`config.mk`:
```
export PLATFORM = sky130hd
export DESIGN_NAME = cond_status_reg
export DESIGN_NICKNAME = d
export VERILOG_FILES = /design/src/rtl/cond_status_pkg.sv /design/src/rtl/flag_arith.sv /design/src/rtl/parity_gen.sv /design/src/rtl/flag_store.sv /design/src/rtl/cond_status_reg.sv
export SDC_FILE = /design/constraint.sdc
export NUM_CORES = 1
export LEC_CHECK = 0
export ABC_AREA = 1
export CAP_MARGIN = 20
export CORE_AREA = 2 2 63 65
export DETAILED_ROUTE_END_ITERATION = 16
export DIE_AREA = 0 0 65 67
export PLACE_DENSITY = 0.66
export SYNTH_ARGS = -nofsm -noshare
export SYNTH_HDL_FRONTEND = slang
export SYNTH_SLANG_ARGS = --single-unit
```
`constraint.sdc`:
```
create_clock -name clk -period 1.5 [get_ports clk]
set_input_delay 0.225 -clock clk [delete_from_list [all_inputs] [get_ports clk]]
set_output_delay 0.225 -clock clk [all_outputs]
set_load 0.01 [all_outputs]
```
`src/rtl/cond_status_pkg.sv`:
```
package cond_status_pkg;
    localparam int DATA_W = 8;

    typedef struct packed {
        logic cy;
        logic ac;
        logic ov;
    } arith_flags_t;

    // Stored part of the status byte, ordered as bits 7..1
    typedef struct packed {
        logic       cy;
        logic       ac;
        logic       f0;
        logic [1:0] bank;
        logic       ov;
        logic       ud;
    } held_bits_t;
endpackage

```
`src/rtl/flag_arith.sv`:
```
module flag_arith
    import cond_status_pkg::*;
#(
    parameter int W = DATA_W
) (
    input  logic [W-1:0]  a,
    input  logic [W-1:0]  b,
    input  logic          cin,
    input  logic          sub,
    output arith_flags_t  flags
);
    localparam int HALF = W / 2;

    logic [HALF:0] nib_a, nib_b, nib_c, nib_r;
    logic [W-1:0]  low_a, low_b, low_c, low_r;
    logic [W:0]    full_a, full_b, full_c, full_r;

    always_comb begin
        nib_a  = {1'b0, a[HALF-1:0]};
        nib_b  = {1'b0, b[HALF-1:0]};
        nib_c  = {{HALF{1'b0}}, cin};
        low_a  = {1'b0, a[W-2:0]};
        low_b  = {1'b0, b[W-2:0]};
        low_c  = {{(W-1){1'b0}}, cin};
        full_a = {1'b0, a};
        full_b = {1'b0, b};
        full_c = {{W{1'b0}}, cin};
        if (sub) begin
            nib_r  = nib_a - nib_b - nib_c;
            low_r  = low_a - low_b - low_c;
            full_r = full_a - full_b - full_c;
        end else begin
            nib_r  = nib_a + nib_b + nib_c;
            low_r  = low_a + low_b + low_c;
            full_r = full_a + full_b + full_c;
        end
        flags.cy = full_r[W];
        flags.ac = nib_r[HALF];
        flags.ov = low_r[W-1] ^ full_r[W];
    end
endmodule

```
`src/rtl/parity_gen.sv`:
```
module parity_gen #(
    parameter int W = 8
) (
    input  logic         clk,
    input  logic         rst_n,
    input  logic [W-1:0] value,
    output logic         odd
);
    logic [W-1:0] chain;

    assign chain[0] = value[0];
    for (genvar gi = 1; gi < W; gi++) begin : g_xor
        assign chain[gi] = chain[gi-1] ^ value[gi];
    end
    assign odd = chain[W-1];

    // odd flag agrees with the population count
    assert_parity_R6: assert property (@(posedge clk) disable iff (!rst_n)
        odd == ($countones(value) % 2 == 1));
endmodule

```
`src/rtl/flag_store.sv`:
```
module flag_store
    import cond_status_pkg::*;
(
    input  logic         clk,
    input  logic         rst_n,
    input  logic         wr_en,
    input  held_bits_t   wr_bits,
    input  logic         arith_valid,
    input  arith_flags_t arith_flags,
    input  logic         cy_set,
    input  logic         cy_clr,
    output held_bits_t   bits_q
);
    held_bits_t bits_d;

    always_comb begin
        bits_d = bits_q;
        if (wr_en) begin
            bits_d = wr_bits;
        end else if (arith_valid) begin
            bits_d.cy = arith_flags.cy;
            bits_d.ac = arith_flags.ac;
            bits_d.ov = arith_flags.ov;
        end else if (cy_set) begin
            bits_d.cy = 1'b1;
        end else if (cy_clr) begin
            bits_d.cy = 1'b0;
        end
    end

    always_ff @(posedge clk or negedge rst_n) begin
        if (!rst_n) bits_q <= '0;
        else        bits_q <= bits_d;
    end

    assert_write_R7: assert property (@(posedge clk) disable iff (!rst_n)
        wr_en |=> bits_q == $past(wr_bits));
    assert_set_R8: assert property (@(posedge clk) disable iff (!rst_n)
        (cy_set && !wr_en && !arith_valid) |=> bits_q.cy);
    assert_clr_R8: assert property (@(posedge clk) disable iff (!rst_n)
        (cy_clr && !cy_set && !wr_en && !arith_valid) |=> !bits_q.cy);
    assert_bitcmd_keep_R8: assert property (@(posedge clk) disable iff (!rst_n)
        (!wr_en && !arith_valid) |=> ($stable(bits_q.ac) && $stable(bits_q.ov)));
    assert_user_keep_R9: assert property (@(posedge clk) disable iff (!rst_n)
        !wr_en |=> ($stable(bits_q.f0) && $stable(bits_q.bank) && $stable(bits_q.ud)));
    assert_arith_R9: assert property (@(posedge clk) disable iff (!rst_n)
        (arith_valid && !wr_en) |=> (bits_q.cy == $past(arith_flags.cy)
                                     && bits_q.ac == $past(arith_flags.ac)
                                     && bits_q.ov == $past(arith_flags.ov)));
    assert_idle_R9: assert property (@(posedge clk) disable iff (!rst_n)
        (!wr_en && !arith_valid && !cy_set && !cy_clr) |=> $stable(bits_q));
endmodule

```
`src/rtl/cond_status_reg.sv`:
```
module cond_status_reg
    import cond_status_pkg::*;
(
    input  logic        clk,
    input  logic        rst_n,
    input  logic        arith_valid,
    input  logic        arith_sub,
    input  logic [7:0]  op_a,
    input  logic [7:0]  op_b,
    input  logic        carry_in,
    input  logic [7:0]  acc_value,
    input  logic        wr_en,
    input  logic [7:0]  wr_data,
    input  logic        cy_set,
    input  logic        cy_clr,
    output logic [7:0]  status_byte,
    output logic [1:0]  bank_sel
);
    arith_flags_t flags;
    held_bits_t   held_q;
    held_bits_t   wr_bits;
    logic         par_odd;

    assign wr_bits = wr_data[7:1];

    flag_arith #(.W(DATA_W)) u_arith (
        .a(op_a), .b(op_b), .cin(carry_in), .sub(arith_sub), .flags(flags)
    );

    parity_gen #(.W(DATA_W)) u_par (
        .clk(clk), .rst_n(rst_n), .value(acc_value), .odd(par_odd)
    );

    flag_store u_store (
        .clk(clk), .rst_n(rst_n), .wr_en(wr_en), .wr_bits(wr_bits),
        .arith_valid(arith_valid), .arith_flags(flags),
        .cy_set(cy_set), .cy_clr(cy_clr), .bits_q(held_q)
    );

    assign status_byte = {held_q, par_odd};
    assign bank_sel    = held_q.bank;

    assert_bank_R10: assert property (@(posedge clk) disable iff (!rst_n)
        bank_sel == status_byte[4:3]);
    // adding zero with no carry-in raises no flag
    assert_add_zero_R2: assert property (@(posedge clk) disable iff (!rst_n)
        (arith_valid && !arith_sub && !wr_en && op_b == 8'h00 && !carry_in)
        |=> (!status_byte[7] && !status_byte[6] && !status_byte[2]));
    // adding operands of opposite sign cannot overflow
    assert_no_overflow_R5: assert property (@(posedge clk) disable iff (!rst_n)
        (arith_valid && !arith_sub && !wr_en && (op_a[7] != op_b[7]))
        |=> !status_byte[2]);
endmodule

```
[Word level (Yosys, flattened, before mapping)]
Cells that the tools add are included.
Word-level totals
  word-level logic and storage cells: 38
  register bits after elaboration: 7
Cells by class
  muxes and demuxes: 10
  bitwise logic cells: 8
  $add $sub $neg: 12
  reductions and logical operators: 2
Operators by type and width (number)
  $add 8x8->9: 1
  $add 9x1->9: 1
  $mux 9: 1
  $sub 8x8->9: 1
  $sub 9x1->9: 1
  $add 7x7->8: 1
  $add 8x1->8: 1
  $mux 8: 1
  $sub 7x7->8: 1
  $sub 8x1->8: 1
  $xor 1x1->1: 8
  $mux 1: 6
  $add 4x4->5: 1
  $add 5x1->5: 1
  $mux 5: 1
  $sub 4x4->5: 1
  $sub 5x1->5: 1
  $reduce_bool 4->1: 1
  $mux 2: 1
  $reduce_bool 2->1: 1

[Longest topological paths before layout]
  depth after elaboration: 7
  gate-level depth with buffers: 18
  mapped depth without buffers: 18

[Hierarchy]
From an unflattened synthesis, not the netlist that was laid out.
Unflattened totals
  cell total of the unflattened synthesis: 191
  area, all modules: 1183.6 µm²
Modules (own cells, without submodules)
  flag_arith: times used 1, seq. area each 0.0 µm², cells each 121, area each 716.9 µm²
  flag_store: times used 1, seq. area each 175.2 µm², cells each 39, area each 312.8 µm²
  parity_gen: times used 1, seq. area each 0.0 µm², cells each 28, area each 131.4 µm²
  cond_status_reg: times used 1, seq. area each 0.0 µm², cells each 3, area each 22.5 µm²

[Least setup slack after synthesis]
Ideal clock, no wire load.
  kind: input-to-reg
  start: input op_b[0]
  end: register u_store.bits_q[1] (netlist name)
  slack: -0.267 ns
  cell stages on the path: 17
  path buffers: 0
  required time: 1.384 ns
  arrival: 1.650 ns
  path through: inv_1 > fa_1 > ha_1 > nand2_1 > nand2_1 > nand2_1 > nand2_2 > nand2_2 > nand2_2 > nand2_2 > nand3_2 > nand2_2 > nand2_1 > nand2_1 > nand2_1 > nand2_1 > nand2_1
On the way
  longest elaborated chain between the ends: 6
  elaborated cells between the ends (all ways): 13
  classes of those cells: 8 x add/sub; 4 x mux; 1 x bitwise
Ends and longest elaborated chain
  start: declaration: RTL line cond_status_reg.sv:9  | input logic [7:0] op_b,
  $add 8x8->9, or another cell as far along: RTL line flag_arith.sv:35  | full_r = full_a + full_b + full_c;
  $add 9x1->9, or another cell as far along: RTL line flag_arith.sv:35
  $mux 9 / $mux 8 (equally long branches): RTL line flag_arith.sv:28  | if (sub) begin
  $xor 1x1->1 *: RTL line flag_arith.sv:39  | flags.ov = low_r[W-1] ^ full_r[W];
  $mux 1 *: RTL line flag_store.sv:20  | end else if (arith_valid) begin
  $mux 1 *: RTL line flag_store.sv:18  | if (wr_en) begin
  end signal: assignment: RTL line flag_store.sv:33  | else bits_q <= bits_d;
  end: declaration: RTL line flag_store.sv:12  | output held_bits_t bits_q
Mark *: on every way between the ends. The rest lies on a longest branch, timed or not. The select of a mux whose other input is x is not followed.
A chain may end at the register's enable or synchronous reset.

[Worst setup path after layout]
  start: input carry_in
  end: register u_store.bits_q[6] (netlist name)
On the way
  longest elaborated chain between the ends: 4
  elaborated cells between the ends (all ways): 5
  classes of those cells: 2 x add/sub; 3 x mux
Ends and longest elaborated chain
  start: declaration: RTL line cond_status_reg.sv:10  | input logic carry_in,
  $add 9x1->9 / $sub 9x1->9 (equally long branches): RTL line flag_arith.sv:35, flag_arith.sv:31
  $mux 9 *: RTL line flag_arith.sv:28
  $mux 1 *: RTL line flag_store.sv:20
  $mux 2 *: RTL line flag_store.sv:18
Mark *: on every way between the ends. The rest lies on a longest branch, timed or not.

==> flow_summary_export.csv <==
group,metric,value,unit
timing,setup_viol,3,
setup_path,rrSetupSlack,740,ps
detailed_routing,wirelength,2540,µm
run_status,status,"finished, violations left",
timing,rsz0062_at_grt,"true",
power,power.leakage,0.00100,µW
setup_path,crit_start,"carry_in",
place,place_area,1760,µm²
setup_path,path_common_cell,"nand2_2",
timing,fin_crit_sh,113,%
detailed_routing,wire_per_inst,9.07,µm
floorplanning,die_h,67,µm
yosys,synth-edff-count,0,
setup_path,worstReg2RegEnd,"u_store.bits_q[5]",
global_route,grt_max_degree,8,
yosys,ys.flop_type,"dfrtp_1",
detailed_routing,vias,1194,
setup_path,end_kind,"register",
floorplanning,die_area,4360,µm²
cts,root_buffer,"clkbuf_8",
run,maxCapViolCount,0,
floorplanning,coreArea,3610,µm²
yosys,yosysWarnings,0,
detailed_routing,route.detailed.drc,0,
timing,hold-worst-slack,262,ps
detailed_routing,drt_first_pass_iters,4,
timing,fin_ws,-201,ps
run_status,violations,"setup timing",
yosys,synth_seq_area_share,16.3,%
yosys,syn_area_per_cell,6.66,µm²
setup_path,cp.required,1590,ps
finish,drive_gt1_share,42.2,%
detailed_routing,antenna_left,0,
floorplanning,rows,22,
floorplanning,ios,50,
finish,regMostFlops,"u_store.bits_q",
setup_path,cp-start-kind,"input pin",
timing,slew_headroom,79.4,%
yosys,syn_nets,222,
setup_path,timing.rr.start,"u_store.bits_q[5]",
cts,clk_latency,220,ps
timing,tightestPinTransition,307,ps
place,dp_hpwl,2030,µm
finish,largest_reg_flops,7,
global_route,grt_pass1_wl,4370,µm
place,routabilityCongestion,0.703,
cts,cts_htree_levels,1,
finish,antenna_cells,0,
power,cellPowerDensity,591,nW/µm²
place,port_buffers,48,
yosys,yosysUniqueCellTypes,23,
global_route,gr-total-overflow,0,
yosys,yosys.area.top_type_share,22.2,%
power,irDropWorstVdd,0.000218,V
setup_path,reg2reg_depth,2,
finish,design_area,1960,µm²
finish,area_delta_synth_final,83.2,%
cts,cts.path.max_buffers,2,
setup_path,worst-path-max-fanout,2,
timing,hold_violations,0,
yosys,postSynthCellCount,161,
cts,ctsHoldBuffers,0,
setup_path,crit_end,"u_store.bits_q[6]",
timing,slew_viol_final,0,
finish,final_cells,280,
place,place_inst,270,
finish,top_regs,"u_store.bits_q (7)",
yosys,yosys.area.top_type,"ha_1",
cts,cts_buffers,3,
detailed_routing,viasPerCell,4.26,
timing,fmax,0.588,GHz
setup_path,slowest_delay,390,ps
timing,setup-tns-final,-376,ps
floorplanning,chipWidth,65,µm
yosys,ys_seq_elements,7,
setup_path,crit_type,"input pin to register",
global_route,track_usage,12.3,%
timing,fin_worst_skew,0,ps
global_route,antenna_found_initial,0,
setup_path,arrival,1790,ps
timing,period_needed,1700,ps
floorplanning,initial_utilization,29.7,%
min_path,hold_path_class,"input pin to asynchronous set/reset pin",
yosys,ys_top_cells_by_area,"ha_1, dfrtp_1, nand2_1",
yosys,syn-cell-area,1070,µm²
cts,clk_pin_slew,40,ps
detailed_routing,drt_iter0_drc,4,
cts,cts_tree,"done",
setup_path,worstPathCellList,"buf_6, inv_4, fa_2, ha_4, nand2_4, nand2_2, nand2_2, nand2_2, nand2_2, nand2_2, nand2_2, nand3_2, nand2_2, buf_6, nor2_4, o32ai_2",
finish,fillers,368,
yosys,synthArstFlopShare,100,%
finish,fin_util,54.5,%
setup_path,cpMaxStageDelayCell,"fa_2",
finish,nets,294,
global_route,grt_pass1_vias,1154,
cts,cts_sinks,7,
-- worst min-delay path by stage --
| stage | slack [ps] | to | startpoint |
|---|---|---|---|
| final | 260 | u_store.bits_q[1] | rst_n |
| after CTS | 270 | u_store.bits_q[6] | rst_n |
| after detailed placement | 460 | u_store.bits_q[0] | u_store.bits_q[0] |
| after floorplan | -70 | u_store.bits_q[0] | rst_n |
| after global routing | 290 | u_store.bits_q[0] | rst_n |
| after global placement | 450 | u_store.bits_q[0] | u_store.bits_q[0] |
-- cell type report --
| cell class | count | area, µm² | area share [%] |
|---|---|---|---|
| multi-input combinational | 112 | 951 | 48.4 |
| timing repair buffer | 70 | 572 | 29.1 |
| sequential | 7 | 175 | 8.92 |
| inverter | 39 | 161 | 8.22 |
| tap | 48 | 60.1 | 3.06 |
| clock buffer | 4 | 45.0 | 2.29 |
-- power by group --
group	internal, µW	total, µW	switching [µW]
clock network	183	254	71.1
registers	210	221	11.4
logic	374	685	311
-- critical path, delay by kind of cell --
family                     cells  cell delay [ps]
AOI/OAI and AO/OA              1               70
buffers and inverters          3              210
and+or+nand+nor               10              600
adders and majority gates      2              670
-- metrics by stage --
step / total power, µW / worst slack [ps]
6_report: 1160 / -201
5_1_grt: 1270 / -284
4_1_cts: 1130 / -155
3_5_place_dp: 811 / -951
3_3_place_gp: 804 / -924
2_1_floorplan: 547 / -224
-- cells in the final DEF, fill, tap and decap left out, drive strengths merged --
master / synthesis / routed
nand2: 51 / 51
inv: 38 / 39
buf: 3 / 36
clkdlybuf4s50: 0 / 23
ha: 19 / 19
nor2: 11 / 11
nand3: 8 / 8
dlygate4sd2: 0 / 7
dfrtp: 7 / 7
clkbuf: 0 / 7
a21oi: 6 / 6
xnor2: 5 / 5
o21ai: 3 / 3
xor2: 2 / 2
fa: 2 / 2
a21o: 1 / 1
o21a: 1 / 1
o32ai: 1 / 1
a22oi: 1 / 1
o31ai: 1 / 1
clkdlybuf4s15: 0 / 1
-- cells in the mapped netlist, types with 2 or more instances --
cell type	number
ha_1	19
buf_4	3
nand2_2	5
nor2_1	10
a21oi_2	2
a21oi_1	4
nand2_1	46
inv_1	37
fa_1	2
nand3_1	7
dfrtp_1	7
xor2_1	2
o21ai_0	3
xnor2_1	5
-- cell families (layout without fill, tap and decap cells) --
group / after synthesis / count (layout) / share of synthesized area [%]
buffers and inverters: 42 / 113 / 15.8
xor gates and xnor gates: 7 / 7 / 5.72
adders and majority gates: 21 / 21 / 25.9
AOI/OAI and AO/OA: 14 / 14 / 8.52
and+or+nand+nor: 70 / 70 / 27.8
DFF: 7 / 7 / 16.3
-- timing repair --
item | in CTS | in global routing
pin swaps | 41 | 10
setup buffers | 4 | 2
endpoints found under the hold margin | 0 | 0
setup endpoints to repair | 4 | 4
gates resized for setup | 108 | 17
-- routing by layer --
| layer | share of wire, % | GRT usage [%] | vias to the layer above | wire length [µm] |
|---|---|---|---|---|
| li1 | - | - | 628 | - |
| met1 | 40 | 12.7 | 534 | 1010 |
| met2 | 55 | 25.3 | 30 | 1390 |
| met3 | 5.1 | 2.03 | 2 | 129 |
| met4 | 0.32 | 3.19 | 0 | 8 |
| met5 | 0 | 0 | - | 0 |
Note: power is estimated with default switching activity, not from simulation.
